<file path="config.mk">
export PLATFORM = sky130hd
export DESIGN_NAME = dsw_ctrl
export DESIGN_NICKNAME = d
export VERILOG_FILES = /design/src/rtl/dsw_pkg.sv /design/src/rtl/dsw_seq.sv /design/src/rtl/dsw_flags.sv /design/src/rtl/dsw_retain.sv /design/src/rtl/dsw_ctrl.sv
export SDC_FILE = /design/constraint.sdc
export NUM_CORES = 1
export LEC_CHECK = 0
export BUFFER_PORTS_ARGS = -buffer_cell sky130_fd_sc_hd__clkbuf_2
export CAP_MARGIN = 15
export CORE_MARGIN = 3
export CORE_UTILIZATION = 47
export CTS_CLUSTER_SIZE = 25
export DETAILED_ROUTE_END_ITERATION = 16
export MAX_ROUTING_LAYER = met4
export PLACE_DENSITY = 0.8
export SYNTH_ARGS = -nofsm -noshare
export SYNTH_HDL_FRONTEND = slang
export SYNTH_SLANG_ARGS = --single-unit
export TNS_END_PERCENT = 20
</file>
<file path="constraint.sdc">
create_clock -name clk -period 1.35 [get_ports clk]
set_input_delay 0.0675 -clock clk [delete_from_list [all_inputs] [get_ports clk]]
set_output_delay 0.0675 -clock clk [all_outputs]
set_load 0.01 [all_outputs]
</file>
<file path="src/rtl/dsw_pkg.sv">
package dsw_pkg;
    // Register offsets of the controller's register port
    typedef enum logic [1:0] {
        REG_MASK = 2'd0,
        REG_FLAG = 2'd1,
        REG_STAT = 2'd2
    } dsw_reg_e;

    // Bit positions of the wake events in mask and flag registers
    localparam int SRC_NMI  = 0;
    localparam int SRC_MRES = 1;
    localparam int SRC_IRQ0 = 2;
endpackage

</file>
<file path="src/rtl/dsw_seq.sv">
// Standby sequencer.
// Tracks whether deep standby is active and produces the entry and wake strobes.
// Assumes ev_qual already holds only the events selected by the wake mask.
module dsw_seq #(
    parameter int NSRC = 6
) (
    input  logic            clk,
    input  logic            rst_n,
    input  logic            sleep_req,
    input  logic [NSRC-1:0] ev_qual,
    output logic            standby_o,
    output logic            wake_pulse_o,
    output logic            enter_o,
    output logic            wake_o,
    output logic            capture_o
);
    logic standby_q;
    logic pulse_q;
    logic hit;

    // Decode entry, wake and capture conditions from the current state
    always_comb begin
        hit       = |ev_qual;
        capture_o = standby_q | sleep_req;
        enter_o   = !standby_q && sleep_req && !hit;
        wake_o    = capture_o && hit;
    end

    // Standby state and one-cycle wake pulse
    always_ff @(posedge clk) begin
        if (!rst_n) begin
            standby_q <= 1'b0;
            pulse_q   <= 1'b0;
        end else begin
            pulse_q <= wake_o;
            if (enter_o)
                standby_q <= 1'b1;
            else if (wake_o)
                standby_q <= 1'b0;
        end
    end

    assign standby_o    = standby_q;
    assign wake_pulse_o = pulse_q;

    assert_masked_hold_R3: assert property (@(posedge clk) disable iff (!rst_n)
        (standby_q && ev_qual == '0) |=> standby_q);
    assert_wake_drop_R4: assert property (@(posedge clk) disable iff (!rst_n)
        (standby_q && ev_qual != '0) |=> (!standby_q && pulse_q));
    assert_cancel_entry_R10: assert property (@(posedge clk) disable iff (!rst_n)
        (!standby_q && sleep_req && ev_qual != '0) |=> (!standby_q && pulse_q));
endmodule

</file>
<file path="src/rtl/dsw_flags.sv">
// Wake-source flag bank.
// Latches every selected event seen while standby is active or being requested.
// Software clears a flag by writing 1 to it; a set in the same cycle wins.
module dsw_flags #(
    parameter int NSRC = 6
) (
    input  logic            clk,
    input  logic            rst_n,
    input  logic            capture,
    input  logic [NSRC-1:0] ev_qual,
    input  logic [NSRC-1:0] clr_mask,
    output logic [NSRC-1:0] flags_o
);
    logic [NSRC-1:0] flags_q;

    // One flag per event source, set over clear
    always_ff @(posedge clk) begin
        if (!rst_n)
            flags_q <= '0;
        else
            for (int i = 0; i < NSRC; i++)
                if (capture && ev_qual[i])
                    flags_q[i] <= 1'b1;
                else if (clr_mask[i])
                    flags_q[i] <= 1'b0;
    end

    assign flags_o = flags_q;

    assert_all_flags_set_R5: assert property (@(posedge clk) disable iff (!rst_n)
        capture |=> ((flags_q & $past(ev_qual)) == $past(ev_qual)));
    assert_flag_fall_cleared_R11: assert property (@(posedge clk) disable iff (!rst_n)
        1'b1 |=> ((($past(flags_q) & ~flags_q) & ~$past(clr_mask)) == '0));
endmodule

</file>
<file path="src/rtl/dsw_retain.sv">
// Pin-hold keeper.
// Raises both pad holds and the hold bit at standby entry. Drops the bus hold at
// wake for external-bus boot. Releases everything after a read-1 / write-0
// handshake on the hold bit, and only outside standby.
module dsw_retain (
    input  logic clk,
    input  logic rst_n,
    input  logic standby,
    input  logic enter,
    input  logic wake,
    input  logic boot_ram,
    input  logic rd_keep,
    input  logic wr_keep,
    input  logic wdata_keep,
    output logic keep_o,
    output logic hold_bus_o,
    output logic hold_io_o
);
    logic keep_q;
    logic armed_q;
    logic bus_q;
    logic io_q;
    logic release_w;

    // Release only when armed by a read of 1 and written with 0
    always_comb release_w = wr_keep && armed_q && !wdata_keep && !standby;

    // Read-then-write handshake tracker
    always_ff @(posedge clk) begin
        if (!rst_n)
            armed_q <= 1'b0;
        else if (enter || wr_keep)
            armed_q <= 1'b0;
        else if (rd_keep && keep_q)
            armed_q <= 1'b1;
    end

    // Hold bit and the two pad-hold groups
    always_ff @(posedge clk) begin
        if (!rst_n) begin
            keep_q <= 1'b0;
            bus_q  <= 1'b0;
            io_q   <= 1'b0;
        end else if (enter) begin
            keep_q <= 1'b1;
            bus_q  <= 1'b1;
            io_q   <= 1'b1;
        end else if (release_w) begin
            keep_q <= 1'b0;
            bus_q  <= 1'b0;
            io_q   <= 1'b0;
        end else if (wake && standby && !boot_ram) begin
            bus_q  <= 1'b0;
        end
    end

    assign keep_o     = keep_q;
    assign hold_bus_o = bus_q;
    assign hold_io_o  = io_q;

    assert_ext_boot_bus_free_R6: assert property (@(posedge clk) disable iff (!rst_n)
        (wake && standby && !boot_ram) |=> (!bus_q && io_q));
    assert_ram_boot_hold_R7: assert property (@(posedge clk) disable iff (!rst_n)
        (wake && standby && boot_ram) |=> (bus_q && io_q));
    assert_io_release_handshake_R8: assert property (@(posedge clk) disable iff (!rst_n)
        $fell(io_q) |-> ($past(armed_q) && $past(wr_keep) && !$past(wdata_keep)));
endmodule

</file>
<file path="src/rtl/dsw_ctrl.sv">
// Deep standby wake and pin-hold controller (top).
// Holds the wake mask, qualifies the raw events, decodes the register port and
// ties together the sequencer, the flag bank and the pin-hold keeper.
// Assumes all event inputs are already synchronous to clk.
module dsw_ctrl #(
    parameter int NUM_IRQ = 4,
    localparam int NSRC  = NUM_IRQ + 2,
    localparam int REG_W = NSRC + 1
) (
    input  logic               clk,
    input  logic               rst_n,
    input  logic               sleep_req,
    input  logic               nmi,
    input  logic               mres,
    input  logic [NUM_IRQ-1:0] irq,
    input  logic               boot_ram,
    input  logic [1:0]         reg_sel,
    input  logic               reg_rd,
    input  logic               reg_wr,
    input  logic [REG_W-1:0]   reg_wdata,
    output logic [REG_W-1:0]   reg_rdata,
    output logic               standby_o,
    output logic               wake_pulse_o,
    output logic               hold_bus_o,
    output logic               hold_io_o
);
    import dsw_pkg::*;

    logic [NSRC-1:0] mask_q;
    logic [NSRC-1:0] ev_raw;
    logic [NSRC-1:0] ev_qual;
    logic [NSRC-1:0] flags;
    logic [NSRC-1:0] clr_mask;
    logic            enter, wake, capture, keep;
    logic            sel_mask, sel_flag;

    // Gather raw events in register bit order
    always_comb begin
        ev_raw           = '0;
        ev_raw[SRC_NMI]  = nmi;
        ev_raw[SRC_MRES] = mres;
        for (int i = 0; i < NUM_IRQ; i++)
            ev_raw[SRC_IRQ0 + i] = irq[i];
        ev_qual = ev_raw & mask_q;
    end

    // Register select decode
    always_comb begin
        sel_mask = dsw_reg_e'(reg_sel) == REG_MASK;
        sel_flag = dsw_reg_e'(reg_sel) == REG_FLAG;
        clr_mask = (reg_wr && sel_flag) ? reg_wdata[NSRC-1:0] : '0;
    end

    // Wake-source select mask
    always_ff @(posedge clk) begin
        if (!rst_n)
            mask_q <= '0;
        else if (reg_wr && sel_mask)
            mask_q <= reg_wdata[NSRC-1:0];
    end

    dsw_seq #(.NSRC(NSRC)) u_seq (
        .clk          (clk),
        .rst_n        (rst_n),
        .sleep_req    (sleep_req),
        .ev_qual      (ev_qual),
        .standby_o    (standby_o),
        .wake_pulse_o (wake_pulse_o),
        .enter_o      (enter),
        .wake_o       (wake),
        .capture_o    (capture)
    );

    dsw_flags #(.NSRC(NSRC)) u_flags (
        .clk      (clk),
        .rst_n    (rst_n),
        .capture  (capture),
        .ev_qual  (ev_qual),
        .clr_mask (clr_mask),
        .flags_o  (flags)
    );

    dsw_retain u_retain (
        .clk        (clk),
        .rst_n      (rst_n),
        .standby    (standby_o),
        .enter      (enter),
        .wake       (wake),
        .boot_ram   (boot_ram),
        .rd_keep    (reg_rd && sel_flag),
        .wr_keep    (reg_wr && sel_flag),
        .wdata_keep (reg_wdata[NSRC]),
        .keep_o     (keep),
        .hold_bus_o (hold_bus_o),
        .hold_io_o  (hold_io_o)
    );

    // Read data multiplexer
    always_comb begin
        reg_rdata = '0;
        case (dsw_reg_e'(reg_sel))
            REG_MASK: reg_rdata[NSRC-1:0] = mask_q;
            REG_FLAG: reg_rdata = {keep, flags};
            REG_STAT: begin
                reg_rdata[0] = standby_o;
                reg_rdata[1] = boot_ram;
            end
            default: reg_rdata = '0;
        endcase
    end

    assert_hold_implies_keep_R2: assert property (@(posedge clk) disable iff (!rst_n)
        hold_io_o |-> keep);
    assert_standby_holds_R2: assert property (@(posedge clk) disable iff (!rst_n)
        standby_o |-> (hold_io_o && hold_bus_o));
endmodule

</file>
# [Yosys cells after proc, flatten, opt, wreduce, memory -nomap -nowiden]
# Cells that the tools add are included.
[classes] n_eq_ne=2 mux=23 bitwise=3 reduce_logical=35
[op_table] operator="2-to-1 mux 1 bit" count=20
[op_table] operator="logical AND 1 bit" count=18
[op_table] operator="nonzero test 2 bit" count=8
[op_table] operator="case mux 4 bit (2 select lines)" count=1
[op_table] operator="bitwise AND 6 bit" count=1
[op_table] operator="2-to-1 mux 6 bit" count=1
[op_table] operator="case mux 2 bit (3 select lines)" count=1
[op_table] operator="OR reduction 6 bit" count=1
[op_table] operator="zero test 1 bit" count=4
[op_table] operator="nonzero test 3 bit" count=1
[op_table] operator="== test 2 x 1 -> 1 bit (second input constant)" count=1
[op_table] operator="== test 2 bit (second input constant)" count=1
[op_table] operator="zero test 2 bit" count=1
[op_table] operator="OR reduction 2 bit" count=1
[op_table] operator="logical OR 1 bit" count=1
[op_table] operator="NOT 1 bit" count=1
[op_table] operator="bitwise OR 1 bit" count=1
[word_totals] regBits=17 in_bits=21 output_inout_bits=11 word_cells=75

# [Longest topological paths before layout]
# Gate-level depths: netlist of run 1.
[depth] word_depth=8 mapped_depth=5 mapped_depth_nobuf=3

# [Cells and area by module]
# Synthesis of run 1 repeated with hierarchy kept, for this count alone.
[hier_totals] hier_cells=104 area_unflattened_um2=945.9
[modules_own_cells] mod="dsw_ctrl" instances=1 cells_per_inst=57 area_per_inst_um2=478.0 seq_area_each_um2=120.1
[modules_own_cells] mod="dsw_flags" instances=1 cells_per_inst=24 area_per_inst_um2=229.0 seq_area_each_um2=120.1
[modules_own_cells] mod="dsw_retain" instances=1 cells_per_inst=13 area_per_inst_um2=123.9 seq_area_each_um2=60.1
[modules_own_cells] mod="dsw_seq" instances=1 cells_per_inst=10 area_per_inst_um2=115.1 seq_area_each_um2=40.0

# [Worst setup path before layout of run 1]
# OpenSTA, ideal clock, no wires.
[synth_path] path_kind="reg2reg" start="reg u_seq.standby_q (netlist: u_seq.standby_o)" end="reg u_retain.bus_q (netlist: u_retain.hold_bus_o)" setup_ns=0.131 t_arrival_ns=1.126 required_ns=1.219 path_slack_ns=0.093 stages_incl_launch_ff=4 n_path_buf=0 synth_period_minus_slack_ns=1.257 path_cell_list="dfxtp_1 -> or3b_2 -> o2111ai_1 -> o211ai_1"
[synth_between] elab_chain_cells=5 word_cells_on_any_way=11 classes_between="2 x mux; 1 x bitwise; 8 x reduce/logical"
[synth_rtl] element="start: declaration" line="dsw_seq.sv:17" source="logic standby_q;"
[synth_rtl] element="start signal: assignment" line="dsw_seq.sv:32" source="standby_q <= 1'b0;"
[synth_rtl] element="start signal: assignment" line="dsw_seq.sv:37" source="standby_q <= 1'b1;"
[synth_rtl] element="start signal: assignment" line="dsw_seq.sv:39" source="standby_q <= 1'b0;"
[synth_rtl] element="bitwise OR 1 bit" line="dsw_seq.sv:24" source="capture_o = standby_q | sleep_req;"
[synth_rtl] element="logical AND 1 bit" line="dsw_seq.sv:26" source="wake_o = capture_o && hit;"
[synth_rtl] element="logical AND 1 bit (2 in a row)" line="dsw_retain.sv:52" source="end else if (wake && standby && !boot_ram) begin"
[synth_rtl] element="nonzero test 3 bit (no source line)"
[synth_rtl] element="end signal: assignment" line="dsw_retain.sv:46" source="bus_q <= 1'b1;"
[synth_rtl] element="end signal: assignment" line="dsw_retain.sv:50" source="bus_q <= 1'b0;"
[synth_rtl] element="end signal: assignment" line="dsw_retain.sv:53" source="bus_q <= 1'b0;"
[synth_rtl] element="end: declaration" line="dsw_retain.sv:21" source="logic bus_q;"
# Parallel ways exist; a longest one is shown, timed or not.
# A chain may end at the register's enable or synchronous reset.

# [Worst setup path in the final report of run 1]
# Same ends and word-level chain as after synthesis.

==> summary.txt, run 1 <==
Global routing
  – GRT Total Usage: 18.8%
  – Largest net degree at the start of global routing: 20
  – First-pass GRT wire length: 3450 µm
  – Gr ovfl total: 0
  – Initial antenna violation count: 0
  – Vias in the first global route: 768

Drt
  – Starting DRT DRC Count: 18
  – Wire per inst: 13.7 µm
  – Via count: 812
  – Final WL: 2080 µm
  – DRC errors left: 0
  – Antenna viol nets, final: 0
  – First-pass DRT Iterations: 4
  – Via density: 5.34

Placement
  – Gpl congestion: 0.762
  – DP Worst Slack: 0.146 ns
  – Placed cell count: 148
  – Buffers on Ports: 31
  – Final HPWL DP: 1610 µm

Synthesis
  – Cell taking the most area after synthesis: dfxtp_1
  – Syn. warnings: 0
  – Cells after Synth: 94
  – Mapped Area: 870 µm²
  – Sequential area share after synthesis: 39.1%
  – Synth top area share: 39.1%
  – Syn Area/Cell: 9.25 µm²
  – Top post-synthesis cells by area: dfxtp_1 39%, mux2i_1 14%, a31o_2 6.0%
  – Count of state elements after synthesis: 17
  – Net Count, Synth: 115
  – Synth unique cells: 29

Cells and area
  – Area grow syn2layout: 24.5%
  – Post-route non-filler standard cell count: 152
  – Most frequent cells in the layout: 31 x clkbuf_2, 17 x dfxtp_1, 12 x mux2i_1
  – Multi-input gate area: 493 µm²
  – Diode count: 0
  – Final core occ: 66.4%
  – Share of cells above drive strength 1: 38.3%
  – Fillcell total: 143
  – Final net count: 150
  – Commonest non-fill, non-tap cell in the layout: clkbuf_2
  – Sequential cell area: 340 µm²

Clocking
  – Clock Pin Slew Worst Setup and Hold Paths: 0.11 ns
  – Clk sinks: 17
  – Hold_buf cts: 0
  – H-tree level count: 1
  – PostCTS Resize Cnt: 0
  – Clock Latency Late Sink: 0.29 ns
  – CTS buffer count: 3
  – Setup bufs post-CTS: 0
  – CTS tree: built
  – CTS max path bufs: 2
  – Root Buffer: clkbuf_4

Setup path
  – Crit start category: flip-flop
  – Critical Path Fanout Max: 3
  – Worst Path Arrival: 1.39 ns
  – Req. time, crit path: 1.53 ns
  – Critical setup path kind: reg -> reg
  – Crit end category: flip-flop

Die
  – DIE WIDTH: 49.0 µm
  – Die Y: 49.0 µm
  – Die ar.: 0.00240 mm²
  – Initial Util: 53.4%
  – Row cnt: 14
  – Boundary Pins: 32
  – Core area: 0.00163 mm²

Outcome
  – Status: completed

STA
  – Final setup viols: 0
  – Headroom to the max-slew limit: 73.9%
  – Max Clock Skew: 0.00698 ns
  – RSZ-0062 raised after global routing: false
  – Worst slew pin tran: 0.392 ns
  – Period utilization: 89.3%
  – Hold Vio Cnt, Final: 0
  – Final worst slack: 0.145 ns
  – Peak Freq: 0.830 GHz
  – Post-layout min period: 1.21 ns
  – TNS Setup: 0 ns
  – Slew Limit Fails: 0

Power and ir drop
  – Total power: 1.00 mW
  – Pwr dens: 928 mW/mm²
  – Max VDD drop: 0.584 mV
  – Static Leak: 0.476 nW

Worst hold path
  – Hold crit path type: in -> reg

Run
  – Max-cap violation count: 0
## power breakdown
part           leakage [nW]  switching [mW]  internal [mW]  total [mW]
Combinational         0.324          0.0955         0.0880       0.184
Clock                0.0139           0.165          0.113       0.277
Sequential            0.138          0.0186          0.525       0.544
## cell families after synthesis
logic type | after synthesis | share of synthesized area [%]
DFF | 17 | 39.1
muxes | 12 | 13.8
buffers and inverters | 6 | 4.17
AOI/OAI and AO/OA | 27 | 21.0
and+or+nand+nor | 32 | 21.9
## critical path, cell delays in order (launching register included)
cell and delay, ns:
dfxtp_1 0.32, or3b_2 0.50, o2111ai_1 0.19, o211ai_1 0.10
## final cells by class
type | instances | area share, %
inverter | 1 | 0.347
clock inverter | 1 | 0.694
sequential | 17 | 31.4
tap | 24 | 2.77
multi-input combinational | 71 | 45.5
timing repair buffer | 35 | 17.1
clock buffer | 3 | 2.08
## metal layers
layer / vias up / GRT usage [%] / wire length [µm] / share of wire [%]
met5: - / - / 0 / 0
met4: 0 / 7.11 / 13 / 0.63
met3: 2 / 3.06 / 79 / 3.8
met2: 20 / 30.8 / 996 / 48
met1: 375 / 23.2 / 990 / 48
li1: 415 / - / - / -
## cell usage after synthesis
cell        n
a21boi_0    1
a21oi_1     6
a22oi_1     3
a31o_2      6
a31oi_1     3
and2_1      1
and2b_2     1
and3b_1     1
and3b_2     1
buf_2       2
buf_4       1
buf_6       1
clkbuf_1    1
dfxtp_1    17
inv_1       1
mux2i_1    12
nand2_1     9
nand3_1     1
nand3b_1    1
nand4_1     2
nor2_1      5
nor2b_1     7
nor3b_1     1
nor3b_4     1
o2111ai_1   1
o211ai_1    2
o21a_1      1
o21ai_0     4
or3b_2      1
## final timing paths
| kind | slack [ns] | depth (start not counted) | to | from |
|---|---|---|---|---|
| worst min-delay path | 0.02 | 2 | u_flags.flags_o[3]$_SDFFE_PN0P_ | irq[1] |
| worst min register to register | 0.54 | 2 | u_retain.keep_o$_SDFFE_PN0P_ | u_retain.keep_o$_SDFFE_PN0P_ |
| worst max register to register | 0.14 | 3 | u_retain.hold_bus_o$_SDFFE_PN0P_ | u_seq.standby_o$_SDFFE_PN0P_ |
| worst max-delay path | 0.14 | 3 | u_retain.hold_bus_o$_SDFFE_PN0P_ | u_seq.standby_o$_SDFFE_PN0P_ |
## through the flow
stage | hold WS (ns) | cell area (µm²)
6_report | 0.0244 | 1080
5_1_grt | 0.00594 | 1080
4_1_cts | 0.0131 | 1080
3_5_place_dp | 0.328 | 1050
3_3_place_gp | 0.323 | 1050
2_1_floorplan | 0.219 | 870
## state kept, by name, summed over array words and instances, names as in the netlist
register             count
mask_q                   6
u_flags.flags_o          6
u_retain.armed_q         1
u_retain.hold_bus_o      1
u_retain.keep_o          1
u_seq.standby_o          1
u_seq.wake_pulse_o       1
No activity file was read; power rests on OpenSTA's default activity.
==> run 2, diff against run 1 <==
Settings changed: CORE_UTILIZATION 47 to 50, CTS_BUF_LIST from default to sky130_fd_sc_hd__clkbuf_4 sky130_fd_sc_hd__clkbuf_8, HOLD_SLACK_MARGIN from default to 0.12, PLACE_DENSITY 0.8 to 0.84, SETUP_SLACK_MARGIN from default to 0.5.
==> summary.txt, run 2 (synthesis gave the netlist of run 1 again) <==
STA
  – Hold Vio Cnt, Final: 0
  – TNS Setup: 0 ns
  – Worst slew pin tran: 0.353 ns
  – Worst hold slack: 0.109 ns
  – Period utilization: 85.4%
  – Post-layout min period: 1.15 ns
  – Slew Limit Fails: 0
  – Headroom to the max-slew limit: 76.5%
  – Max Clock Skew: 0.00477 ns
  – Peak Freq: 0.868 GHz
  – Final worst slack: 0.198 ns
  – Final setup viols: 0
  – RSZ-0062 raised after global routing: true

Setup path
  – Crit end category: flip-flop
  – Worst Path Arrival: 1.35 ns
  – Worst Setup EP: u_retain.hold_bus_o$_SDFFE_PN0P_
  – Worst setup path startpoint: u_seq.standby_o$_SDFFE_PN0P_
  – R2R Setup Slk: 0.20 ns
  – Reg2Reg Depth: 3
  – Critical Path Fanout Max: 5
  – Worst r2r dst: u_retain.hold_bus_o$_SDFFE_PN0P_
  – Crit start category: flip-flop
  – Crit Reg-Reg Startpoint: u_seq.standby_o$_SDFFE_PN0P_
  – Critical setup path kind: reg -> reg
  – Req. time, crit path: 1.55 ns

Cells and area
  – Diode count: 0
  – Final core occ: 81.7%
  – Share of cells above drive strength 1: 43.5%
  – Most frequent cells in the layout: 31 x clkbuf_2, 14 x dlygate4sd3_1, 12 x mux2i_1, 12 x dfxtp_1
  – Commonest non-fill, non-tap cell in the layout: clkbuf_2
  – Final Instance Area: 0.00129 mm²
  – Area grow syn2layout: 48.1%
  – Final net count: 169

Drt
  – Starting DRT DRC Count: 27
  – Antenna viol nets, final: 0
  – DRC errors left: 0
  – Wire per inst: 16.8 µm
  – Final WL: 2740 µm
  – Via count: 940
  – Via density: 5.77
  – First-pass DRT Iterations: 4

Die
  – DIE WIDTH: 47.7 µm
  – Die Y: 47.7 µm
  – Core area: 0.00158 mm²
  – Row cnt: 14
  – Die ar.: 0.00228 mm²
  – Boundary Pins: 32
  – Initial Util: 55.2%

Global routing
  – First-pass GRT wire length: 3810 µm
  – Initial antenna violation count: 0
  – Gr ovfl total: 0
  – Vias in the first global route: 847
  – GRT Total Usage: 25.3%
  – Largest net degree at the start of global routing: 20

Placement
  – DP Area: 0.00105 mm²
  – Gpl congestion: 0.795
  – DP Worst Slack: 0.178 ns
  – Final HPWL DP: 1550 µm
  – Buffers on Ports: 31

Worst hold path
  – Hold crit path type: in -> reg

Clocking
  – CTS tree: built
  – CTS buffer count: 3
  – Clk sinks: 17
  – Root Buffer: clkbuf_4
  – CTS max path bufs: 2
  – H-tree level count: 1
  – Clock Pin Slew Worst Setup and Hold Paths: 0.11 ns
  – Clock Latency Late Sink: 0.30 ns

Power and ir drop
  – Static Leak: 0.569 nW
  – Max VDD drop: 0.665 mV
  – Pwr dens: 844 mW/mm²

Run
  – Max-cap violation count: 0

Outcome
  – Status: completed
-- run 2: final cells by class --
type / instances / area, µm²
Multi-Input combinational cell: 71 / 522
Timing Repair Buffer: 54 / 363
Sequential cell: 17 / 352
Fill cell: 99 / 289
Clock buffer: 3 / 22.5
Tap cell: 16 / 20.0
Clock inverter: 1 / 5.00
Inverter: 1 / 3.75
-- run 2: metrics by stage --
step,std cells,total power [mW]
after global placement,138,0.735
after CTS,158,1.06
after floorplan,94,0.665
after detailed placement,138,0.742
final,163,1.09
after global routing,163,1.12
-- run 2: routing by layer --
layer | up-vias | GRT usage, % | share of wire (%)
li1 | 455 | - | -
met1 | 435 | 30.6 | 44
met2 | 40 | 40.4 | 48
met3 | 10 | 4.89 | 4.6
met4 | 0 | 11.3 | 3.1
met5 | - | - | 0
-- run 2: worst min-delay path by stage --
stage	startpoint	end	slack, ns	depth (start not counted)
2_1_floorplan	nmi	u_flags.flags_o[0]$_SDFFE_PN0P_	0.22	1
3_3_place_gp	nmi	u_flags.flags_o[0]$_SDFFE_PN0P_	0.33	2
3_5_place_dp	irq[1]	u_flags.flags_o[3]$_SDFFE_PN0P_	0.33	2
4_1_cts	sleep_req	u_seq.standby_o$_SDFFE_PN0P_	0.10	3
5_1_grt	sleep_req	u_seq.standby_o$_SDFFE_PN0P_	0.20	3
6_report	sleep_req	u_seq.standby_o$_SDFFE_PN0P_	0.11	3
-- run 2: critical path, stage by stage (launching register included) --
cell and delay, ns:
dfxtp_4 0.37, or3b_4 0.39, o2111ai_2 0.18, o211ai_1 0.11
-- run 2: repair_timing --
item / CTS / global route
buffers inserted: 2 / 5
pin swaps: 1 / 4
setup endpoints to repair: 21 / 21
hold endpoints to repair: 15 / 2
gates resized for setup: 4 / 4
hold buffers: 14 / 2
-- run 2: report_power, final --
part / internal (mW) / switching (mW) / total (mW)
Sequential: 0.525 / 0.0233 / 0.548
Clock: 0.111 / 0.184 / 0.294
Combinational: 0.126 / 0.117 / 0.244
==> run 3, diff against run 2 <==
Settings changed: CORE_UTILIZATION 50 to 37, PLACE_DENSITY 0.84 to 0.67, SYNTH_HIERARCHICAL from default to 1.
Clock period 1.35 ns to 0.95 ns, I/O delays scaled along.
==> summary.txt, run 3 <==
Outcome
  – Status: finished with violations
  – Failing checks: hold timing, setup timing

Synthesis
  – Cell taking the most area after synthesis: dfxtp_1
  – Synth unique cells: 25
  – Cells after Synth: 104
  – Syn Area/Cell: 9.10 µm²
  – Count leader, synth: nand2_1
  – Top post-synthesis cells by area: dfxtp_1 36%, mux2i_1 13%, nand2_1 8.3%
  – EDFF count, synth: 0
  – Count of state elements after synthesis: 17
  – Mapped Area: 946 µm²
  – Syn. warnings: 6
  – Net Count, Synth: 125
  – Ys flop type: dfxtp_1
  – Synth top area share: 36.0%
  – Commonest cells in the netlist: 21 x nand2_1, 17 x dfxtp_1, 12 x and2_1, 12 x mux2i_1, 6 x nand2b_1
  – Async S/R FF share, synth: 0%
  – Sequential area share after synthesis: 36.0%

Clocking
  – Root Buffer: clkbuf_4
  – Setup bufs post-CTS: 0
  – CTS max path bufs: 2
  – H-tree level count: 1
  – CTS tree: built
  – Clk sinks: 17
  – Clock Pin Slew Worst Setup and Hold Paths: 0.10 ns
  – CTS buffer count: 3
  – Clock Latency Late Sink: 0.29 ns

Cells and area
  – Most frequent cells in the layout: 28 x clkbuf_2, 16 x nand2_1, 11 x mux2i_1
  – Share of cells above drive strength 1: 50.3%
  – Multi-input gate area: 594 µm²
  – Final net count: 171
  – Area grow syn2layout: 40.3%
  – Fillcell total: 205
  – Commonest non-fill, non-tap cell in the layout: clkbuf_2
  – Diode count: 0
  – Sequential cell area: 349 µm²

Drt
  – Metal1 wirelength: 1000 µm
  – Starting DRT DRC Count: 13
  – DRC errors left: 0
  – Via density: 4.98
  – Met2 WL post-DR: 1210 µm
  – Final WL: 2360 µm
  – WL met3: 93 µm
  – First-pass DRT Iterations: 4
  – DR top layer: met4
  – Wire per inst: 13.3 µm
  – Antenna viol nets, final: 0
  – Via count: 882

Setup path
  – Reg2Reg Depth: 5
  – Critical setup path kind: reg -> reg
  – Delay-heaviest family, CP: simple AND/OR/NAND/NOR gates
  – Req. time, crit path: 1.19 ns
  – R2R Setup Slk: -0.35 ns
  – Worst setup path startpoint: mask_q[2]$_SDFFE_PN0P_
  – Worst Path Arrival: 1.54 ns
  – Crit Reg-Reg Startpoint: mask_q[2]$_SDFFE_PN0P_
  – Worst r2r dst: u_retain/hold_io_o$_SDFFE_PN0P_
  – CP max stage delay: 0.33 ns
  – Critical Path Fanout Max: 4
  – Crit start category: flip-flop
  – Crit path buffers/inverters: 0
  – Crit end category: flip-flop
  – Critical-path cell list: and2_4 -> nor4_4 -> and4b_2 -> a21oi_1 -> nor2b_1
  – CP max-delay cell: dfxtp_2

STA
  – Peak Freq: 0.769 GHz
  – Worst hold slack: -0.0263 ns
  – Max Clock Skew: 0.00182 ns
  – Worst slew pin tran: 0.350 ns
  – Hold Vio Cnt, Final: 5
  – Final worst slack: -0.350 ns
  – Slew Limit Fails: 0
  – Period utilization: 137%
  – Headroom to the max-slew limit: 76.4%
  – RSZ-0062 raised after global routing: true
  – TNS Setup: -2.02 ns
  – Final setup viols: 12
  – Post-layout min period: 1.30 ns

Worst hold path
  – WHS Endpoint: mask_q[2]$_SDFFE_PN0P_
  – Hold crit path type: in -> reg
  – Hold Path Depth: 3
  – HP Start: reg_wdata[2]

Die
  – Die ar.: 0.00320 mm²
  – Initial Util: 40.8%
  – Die Y: 56.6 µm
  – Core area: 0.00232 mm²
  – DIE WIDTH: 56.6 µm
  – Boundary Pins: 32
  – Row cnt: 17

Power and ir drop
  – Pwr dens: 1120 mW/mm²
  – Static Leak: 0.595 nW
  – Max VDD drop: 0.999 mV

Placement
  – Buffers on Ports: 31
  – DP Worst Slack: -0.335 ns
  – Gpl congestion: 0.803
  – Final HPWL DP: 1790 µm

Global routing
  – Vias in the first global route: 917
  – First-pass GRT wire length: 3970 µm
  – Initial antenna violation count: 0
  – Largest net degree at the start of global routing: 15
  – GRT Total Usage: 15.9%
  – Gr ovfl total: 0

Run
  – Max-cap violation count: 0
## run 3: cells by family (layout without fill, tap and decap cells)
logic type | Yosys count | after routing | synth area share, %
compound gates | 14 | 14 | 10.8
simple gates | 56 | 56 | 36.5
buf+inv | 5 | 50 | 3.97
mux | 12 | 12 | 12.7
flops | 17 | 17 | 36.0
## run 3: worst register-to-register path, stage by stage (launching register included)
cell and delay [ns]:
dfxtp_2 0.33, and2_4 0.14, nor4_4 0.32, and4b_2 0.30, a21oi_1 0.05, nor2b_1 0.11
## run 3: area by class of cell
cell class / instances / area share (%)
Timing Repair Buffer: 46 / 24.2
Clock inverter: 1 / 0.377
Tap cell: 28 / 2.64
Clock buffer: 3 / 1.70
Multi-Input combinational cell: 82 / 44.8
Sequential cell: 17 / 26.3
## run 3: report_power, final
group	internal, mW	total, mW	switching, mW
clock network	0.157	0.396	0.239
logic	0.180	0.327	0.146
registers	0.745	0.763	0.0186
total	1.08	1.49	0.404
## run 3: worst max-delay path by stage
| stage | to | slack, ns | cells past startpoint |
|---|---|---|---|
| after CTS | u_retain/hold_io_o$_SDFFE_PN0P_ | -0.34 | 5 |
| after detailed placement | u_retain/hold_io_o$_SDFFE_PN0P_ | -0.34 | 5 |
| after floorplan | u_retain/hold_io_o$_SDFFE_PN0P_ | -0.24 | 5 |
| after global placement | u_retain/hold_io_o$_SDFFE_PN0P_ | -0.28 | 5 |
| after global routing | u_retain/hold_io_o$_SDFFE_PN0P_ | -0.44 | 5 |
| final | u_retain/hold_io_o$_SDFFE_PN0P_ | -0.35 | 5 |
## run 3: per-stage QoR
stage	instance area [µm²]	instances	util (%)	power [mW]
floorplan	952	104	-	0.935
global placement	1230	173	53.0	1.06
detailed placement	1230	173	53.0	1.07
CTS	1310	177	56.3	1.49
global route	1330	177	57.3	1.57
finish	1330	177	57.3	1.49
## run 3: timing repair
action | 4_1_cts | 5_1_grt
cloned | 0 | 0
endpoints found under the setup margin | 28 | 28
endpoints found under the hold margin | 11 | 11
resized for setup | 15 | 10
pin swaps | 13 | 1
## run 3: routing by layer
metal | GRT usage (%) | up-vias
li1 | - | 446
met1 | 18.3 | 409
met2 | 27.7 | 21
met3 | 2.07 | 6
met4 | 6.10 | 0
met5 | - | -
